<file path="src/rtl/e3_pkg.sv">
package e3_pkg;
  // Width of the bit-position counter for a digit of w bits
  function automatic int pos_width(input int w);
    return (w <= 2) ? 1 : $clog2(w);
  endfunction
endpackage

</file>
<file path="src/rtl/e3_rst_sync.sv">
module e3_rst_sync #(
  parameter int STAGES = 2
) (
  input  logic clk,
  input  logic rst_n,
  output logic rst_sync_n
);
  logic [STAGES-1:0] chain_q;

  generate
    if (STAGES == 1) begin : g_one
      always_ff @(posedge clk or negedge rst_n) begin
        if (!rst_n) chain_q <= 1'b0;
        else        chain_q <= 1'b1;
      end
    end else begin : g_many
      always_ff @(posedge clk or negedge rst_n) begin
        if (!rst_n) chain_q <= '0;
        else        chain_q <= {chain_q[STAGES-2:0], 1'b1};
      end
    end
  endgenerate

  assign rst_sync_n = chain_q[STAGES-1];
endmodule

</file>
<file path="src/rtl/e3_bit_adder.sv">
module e3_bit_adder (
  input  logic a_bit,
  input  logic k_bit,
  input  logic c_in,
  output logic s_bit,
  output logic c_out
);
  always_comb begin
    s_bit = a_bit ^ k_bit ^ c_in;
    c_out = (a_bit & k_bit) | (a_bit & c_in) | (k_bit & c_in);
  end
endmodule

</file>
<file path="src/rtl/e3_step_ctrl.sv">
module e3_step_ctrl #(
  parameter int DIGIT_W = 4,
  parameter int POS_W   = 2
) (
  input  logic             restart,
  input  logic             bit_vld,
  input  logic [POS_W-1:0] pos_q,
  input  logic             c_out,
  output logic             st_en,
  output logic [POS_W-1:0] pos_d,
  output logic             carry_d
);
  localparam logic [POS_W-1:0] LAST_POS = POS_W'(DIGIT_W - 1);

  always_comb begin
    st_en   = restart | bit_vld;
    pos_d   = pos_q;
    carry_d = 1'b0;
    if (restart) begin
      pos_d   = '0;
      carry_d = 1'b0;
    end else if (bit_vld) begin
      if (pos_q == LAST_POS) begin
        pos_d   = '0;
        carry_d = 1'b0;
      end else begin
        pos_d   = pos_q + 1'b1;
        carry_d = c_out;
      end
    end
  end
endmodule

</file>
<file path="src/rtl/e3_state_reg.sv">
module e3_state_reg #(
  parameter int POS_W = 2
) (
  input  logic             clk,
  input  logic             rst_sync_n,
  input  logic             st_en,
  input  logic [POS_W-1:0] pos_d,
  input  logic             carry_d,
  output logic [POS_W-1:0] pos_q,
  output logic             carry_q
);
  always_ff @(posedge clk or negedge rst_sync_n) begin
    if (!rst_sync_n) begin
      pos_q   <= '0;
      carry_q <= 1'b0;
    end else if (st_en) begin
      pos_q   <= pos_d;
      carry_q <= carry_d;
    end
  end
endmodule

</file>
<file path="src/rtl/e3_serial_conv.sv">
module e3_serial_conv #(
  parameter int                 DIGIT_W     = 4,
  parameter logic [DIGIT_W-1:0] OFFSET      = DIGIT_W'(3),
  parameter int                 SYNC_STAGES = 2
) (
  input  logic clk,
  input  logic rst_n,
  input  logic restart,
  input  logic bit_vld,
  input  logic bit_in,
  output logic bit_out
);
  localparam int POS_W = e3_pkg::pos_width(DIGIT_W);

  logic             rst_sync_n;
  logic [POS_W-1:0] pos_q;
  logic             carry_q;
  logic [POS_W-1:0] pos_d;
  logic             carry_d;
  logic             st_en;
  logic             k_bit;
  logic             c_out;

  e3_rst_sync #(.STAGES(SYNC_STAGES)) rsync_i (
    .clk        (clk),
    .rst_n      (rst_n),
    .rst_sync_n (rst_sync_n)
  );

  assign k_bit = OFFSET[pos_q];

  e3_bit_adder add_i (
    .a_bit (bit_in),
    .k_bit (k_bit),
    .c_in  (carry_q),
    .s_bit (bit_out),
    .c_out (c_out)
  );

  e3_step_ctrl #(.DIGIT_W(DIGIT_W), .POS_W(POS_W)) ctrl_i (
    .restart (restart),
    .bit_vld (bit_vld),
    .pos_q   (pos_q),
    .c_out   (c_out),
    .st_en   (st_en),
    .pos_d   (pos_d),
    .carry_d (carry_d)
  );

  e3_state_reg #(.POS_W(POS_W)) sreg_i (
    .clk        (clk),
    .rst_sync_n (rst_sync_n),
    .st_en      (st_en),
    .pos_d      (pos_d),
    .carry_d    (carry_d),
    .pos_q      (pos_q),
    .carry_q    (carry_q)
  );
endmodule

</file>
<file path="config.mk">
export PLATFORM = sky130hd
export DESIGN_NAME = e3_serial_conv
export DESIGN_NICKNAME = d
export VERILOG_FILES = /design/src/rtl/e3_pkg.sv /design/src/rtl/e3_rst_sync.sv /design/src/rtl/e3_bit_adder.sv /design/src/rtl/e3_step_ctrl.sv /design/src/rtl/e3_state_reg.sv /design/src/rtl/e3_serial_conv.sv
export SDC_FILE = /design/constraint.sdc
export NUM_CORES = 1
export LEC_CHECK = 0
export BUFFER_PORTS_ARGS = -buffer_cell sky130_fd_sc_hd__buf_2
export CAP_MARGIN = 20
export CORE_AREA = 2 2 39 41
export DETAILED_ROUTE_END_ITERATION = 10
export DIE_AREA = 0 0 41 43
export GPL_TIMING_DRIVEN = 0
export PLACE_DENSITY = 0.33
export SETUP_SLACK_MARGIN = 0.02
export SLEW_MARGIN = 20
export SYNTH_ARGS = -nofsm -noshare
export SYNTH_HDL_FRONTEND = slang
export SYNTH_HIERARCHICAL = 1
export SYNTH_SLANG_ARGS = --single-unit
</file>
<file path="constraint.sdc">
create_clock -name clk -period 1.65 [get_ports clk]
set_clock_uncertainty 0.1 [all_clocks]
set_input_delay 0.2475 -clock clk [delete_from_list [all_inputs] [get_ports clk]]
set_output_delay 0.2475 -clock clk [all_outputs]
set_load 0.02 [all_outputs]
</file>
Yosys cells after proc, flatten, opt, wreduce, memory -nomap -nowiden
Index checks and enable logic that the tools add are counted.
{ "op_classes": {"addsub": 1, "n_lt_le_gt_ge": 1, "n_eq_ne": 1, "mux": 8, "bitwise": 8, "n_reduce_logical": 2} }
{ "ops": {"columns": ["op", "n"], "rows": [
  ["$mux W2", 3],
  ["$mux W1", 4],
  ["$and A1 B1 Y1", 3],
  ["$lt A2 B3 Y1 const B", 1],
  ["$or A1 B1 Y1", 3],
  ["$add A2 B1 Y2 const B", 1],
  ["$bmux W1 S2", 1],
  ["$eq A2 B2 Y1 const B", 1],
  ["$reduce_and A2 Y1", 1],
  ["$reduce_bool A2 Y1", 1],
  ["$xor A1 B1 Y1", 2]
]} }
{ "word_totals": {"regBits": 5, "output_inout_bits": 1, "wordCells": 24} }

Longest topological paths before layout
{ "depth": {"ltp_word": 8, "ltp_mapped": 4, "mapped_depth_nobuf": 4} }

By module
Netlist, hierarchy kept.
{ "modules_own_cells": {"columns": ["mod", "instances", "cells_each", "area_per_inst_um2", "seq_area_each_um2"], "rows": [
  ["e3_state_reg", 1, 6, 108.9, 75.1],
  ["e3_step_ctrl", 1, 8, 62.6, 0.0],
  ["e3_rst_sync", 1, 3, 53.8, 50.0],
  ["e3_bit_adder", 1, 1, 20.0, 0.0],
  ["e3_serial_conv", 1, 1, 3.8, 0.0]
]} }

Least setup slack after synthesis
No wires, ideal clock.
{ "synth_path": {"path_kind": "register -> register", "startpoint": "register sreg_i.pos_q[1]", "endpoint": "register sreg_i.carry_q", "t_arrival_ns": 1.186, "t_required_ns": 1.425, "setup_slack_ns": 0.239, "path_stages_with_launch": 5, "n_path_buf": 0, "period_less_slack_ns": 1.411, "cell_sequence": "dfrtp_1 inv_1 fa_1 nor4bb_1 mux2_2"} }
{ "synth_between": {"elab_chain_cells": 8} }
{ "synth_rtl": {"columns": ["element", "line", "rtl"], "rows": [
  ["start, declared", "e3_state_reg.sv:9", "output logic [POS_W-1:0] pos_q,"],
  ["start signal, assigned", "e3_state_reg.sv:17", "pos_q <= pos_d;"],
  ["$bmux W1 S2 *", "e3_serial_conv.sv:30", "assign k_bit = OFFSET[pos_q];"],
  ["$mux W1 (not written as such) *", "e3_serial_conv.sv:30", null],
  ["via k_bit", "e3_serial_conv.sv:21", "logic k_bit;"],
  ["$and A1 B1 Y1", "e3_bit_adder.sv:10", "c_out = (a_bit & k_bit) | (a_bit & c_in) | (k_bit & c_in);"],
  ["$or A1 B1 Y1", "e3_bit_adder.sv:10", null],
  ["$or A1 B1 Y1 *", "e3_bit_adder.sv:10", null],
  ["via c_out", "e3_serial_conv.sv:22", "logic c_out;"],
  ["$mux W1 *", "e3_step_ctrl.sv:23", "if (pos_q == LAST_POS) begin"],
  ["$mux W1 *", "e3_step_ctrl.sv:22", "end else if (bit_vld) begin"],
  ["$mux W1 *", "e3_step_ctrl.sv:19", "if (restart) begin"],
  ["via carry_d", "e3_serial_conv.sv:19", "logic carry_d;"],
  ["end signal, assigned", "e3_state_reg.sv:18", "carry_q <= carry_d;"],
  ["end, declared", "e3_state_reg.sv:10", "output logic carry_q"]
]} }
The timed path passes the listed nets; every way through them passes the cells marked *. The select of a mux whose other input is x is not followed.
A chain may end at the register's enable or synchronous reset.

Final worst setup path
{ "layout_path": {"startpoint": "register sreg_i.pos_q[1]", "endpoint": "output bit_out"} }
{ "layout_between": {"elab_chain_cells": 4} }
{ "layout_rtl": {"columns": ["element", "line", "rtl"], "rows": [
  ["$bmux W1 S2", "e3_serial_conv.sv:30", null],
  ["$mux W1 (not written as such)", "e3_serial_conv.sv:30", null],
  ["via k_bit", "e3_serial_conv.sv:21", null],
  ["$xor A1 B1 Y1 (2 in series)", "e3_bit_adder.sv:9", "s_bit = a_bit ^ k_bit ^ c_in;"],
  ["end, declared", "e3_serial_conv.sv:11", "output logic bit_out"]
]} }
The timed path passes the listed nets, and every way through them passes these cells. The select of a mux whose other input is x is not followed.

==> results.md <==
* Synth top area share at 0.503
* CTS max path bufs at 2
* Die W at 41 um
* Critical-path cell list: inv_2 -> fa_1 -> buf_6
* Later-pin clock latency in the skew report at 0.24 ns
* DR WL/cell at 7.57 um
* Largest net degree at the start of global routing at 6
* Clock-pin slew on the worst setup and hold paths at 0.04 ns
* Clock sink count at 5
* IO Pins at 6
* First-pass GRT wire length at 627 um
* Pleak at 0.000172 uW
* Routed WL at 356 um
* Leading area contributor after synthesis: dfrtp_1
* Total track usage at 0.0627
* Final Core Density at 0.256
* Design area at 354 um2
* Peak supply drop at 0.297 mV
* Number of synthesized register bits at 5
* Syn Inst Count at 19
* Critical path origin: sreg_i/pos_q[1]
* Slowest stage cell, crit path: fa_1
* H-tree depth at 1
* Synth top cells by count: dfrtp_1, mux2_2
* Power density cells at 977 mW/mm2
* Initial antenna violation count at 0
* Fraction of registers with async set/reset at 1.00
* Pre-antenna DRT Iters at 2
* Register-to-register setup slack at 0.13 ns
* Crit-path max cell delay at 0.51 ns
* Post-synth EDFFs at 0
* Layout cells sized above 1 at 0.419
* Fin nets at 39
* Syn_nets at 26
* Top cells by area, synth: dfrtp_1, mux2_2, fa_1
* Post-DRT Antenna Nets at 0
* Place WS at 0.149 ns
* TritonCTS buffer count at 3
* Peak Freq at 624 MHz
* End of the critical path: bit_out
* Cells on worst reg2reg path at 5
* # rows at 14
* Initial core utilization at 0.180
* R2R Path Start: sreg_i/pos_q[1]
* Max-slew violation count at 0
* Setup CP Type: register to primary output
* Endpoints failing hold at 0
* Via Count at 169
* Total grt overflow at 0
* Number of global-route vias before repair at 172
* Antenna diodes at 0
* Count leader, synth: dfrtp_1
* Die area at 0.00176 mm2
* First DRT Iteration DRCs at 1
* Cell variety after synth at 13
* CTS tree: done
* Worst Path Required at 1.30 ns
* Unrepaired setup endpoints after global routing: yes
* DP Wirelength at 311 um
* Data arrival, critical path at 1.26 ns
* # fillers at 147
* Final period util at 0.971
* Worst R2R End: sreg_i/pos_q[0]
* Mapped Area at 249 um2
* Worst hold path class: primary input to asynchronous set/reset pin
* Area of the core at 0.00138 mm2
* CP endpoint kind: primary output
* Placed Area at 294 um2
* Ys Warns at 6
* IO buf count at 5
* Syn Area/Cell at 13.1 um2
* Maxcap violations at 0
* Area delta synth->final at 42.2%
* Status: finished clean
* Root Buffer: clkbuf_4
* Chip Height at 43 um
* Final min period at 1.60 ns
* Crit path launch type: register
* Sequential share of the synthesized area at 0.503
* Top_reg_cell synth: dfrtp_1
* Final setup viols at 0
* DRC Markers at 0
* Vias per cell at 3.60
* Worst-path maximum fanout at 2
* RePlAce Congestion at 0.558
* Post-route worst setup slack at 0.0473 ns
==> worst min-delay path by stage <==
stage               cells past startpoint   from  slack [ns]                 end
floorplan                               0  rst_n       -0.15  rsync_i/chain_q[0]
global placement                        1  rst_n       -0.07  rsync_i/chain_q[0]
detailed placement                      1  rst_n       -0.06  rsync_i/chain_q[0]
CTS                                     2  rst_n        0.21  rsync_i/chain_q[0]
global route                            2  rst_n        0.22  rsync_i/chain_q[0]
finish                                  2  rst_n        0.23  rsync_i/chain_q[0]
==> timing repair <==
item	4_1_cts	5_1_grt
hold endpoints to repair	5	0
pin swaps	1	0
buffers inserted	1	0
hold buffers	2	0
resized for setup	2	1
endpoints found under the setup margin	1	1
==> area by class of cell <==
type                    instances  area, um2  share of cell area
clock buffers                   4       26.3              0.0742
inverters                       1       3.75              0.0106
multi-input cells              13        120               0.339
flip-flops and latches          5        125               0.353
well taps                      16       20.0              0.0565
repair buffers                  8       58.8               0.166
==> state kept, by name (all words and copies together), names as in the netlist <==
| signal | flops |
|---|---|
| rsync_i/chain_q | 2 |
| sreg_i/pos_q | 2 |
| sreg_i/carry_q | 1 |
==> layout by cell type (no fill, tap or decap), drive strengths merged <==
cell and count:
buf 6, ha 1, dfrtp 5, inv 1, nand2b 1, mux2 3
nor4bb 1, conb 1, a21oi 1, or2 1, clkbuf 4, fa 1
mux2i 1, nor2 1, dlygate4sd3 2, or3b 1
==> where the power goes <==
group	total [uW]	leakage (uW)	internal [uW]	switching [uW]
clock	137	0.0000150	91.1	45.5
sequential	139	0.0000633	133	5.87
combinational	70.4	0.0000936	40.5	29.8
==> through the flow <==
step	instances	total power (uW)	hold WS, ns	TNS [ns]
2_1_floorplan	19	181	-0.148	0
4_1_cts	47	356	0.212	0
3_3_place_gp	40	195	-0.0678	0
5_1_grt	47	377	0.224	-0.0155
6_report	47	346	0.225	0
3_5_place_dp	40	196	-0.0643	0
==> cells by family after synthesis <==
family | synth area share
flip-flops | 0.503
other | 0.0151
AO/OA/AOI/OAI | 0.0201
AND/OR/NAND/NOR | 0.141
adder cells (fa/ha/maj) | 0.131
buffers and inverters | 0.0151
multiplexers | 0.176
==> worst max-delay path: cells and delay by family (launching register included) <==
family	cells	cell delay (ns)
flip-flops	1	0.35
buffers and inverters	2	0.16
adder cells (fa/ha/maj)	1	0.51
==> routing by layer <==
metal / global-route usage / vias to the layer above / share of wire
met5: 0 / - / 0
li1: - / 88 / -
met1: 0.0592 / 75 / 0.39
met3: 0.0314 / 0 / 0.10
met2: 0.0719 / 6 / 0.51
met4: 0.100 / 0 / 0
No activity file was read; power rests on OpenSTA's default activity.
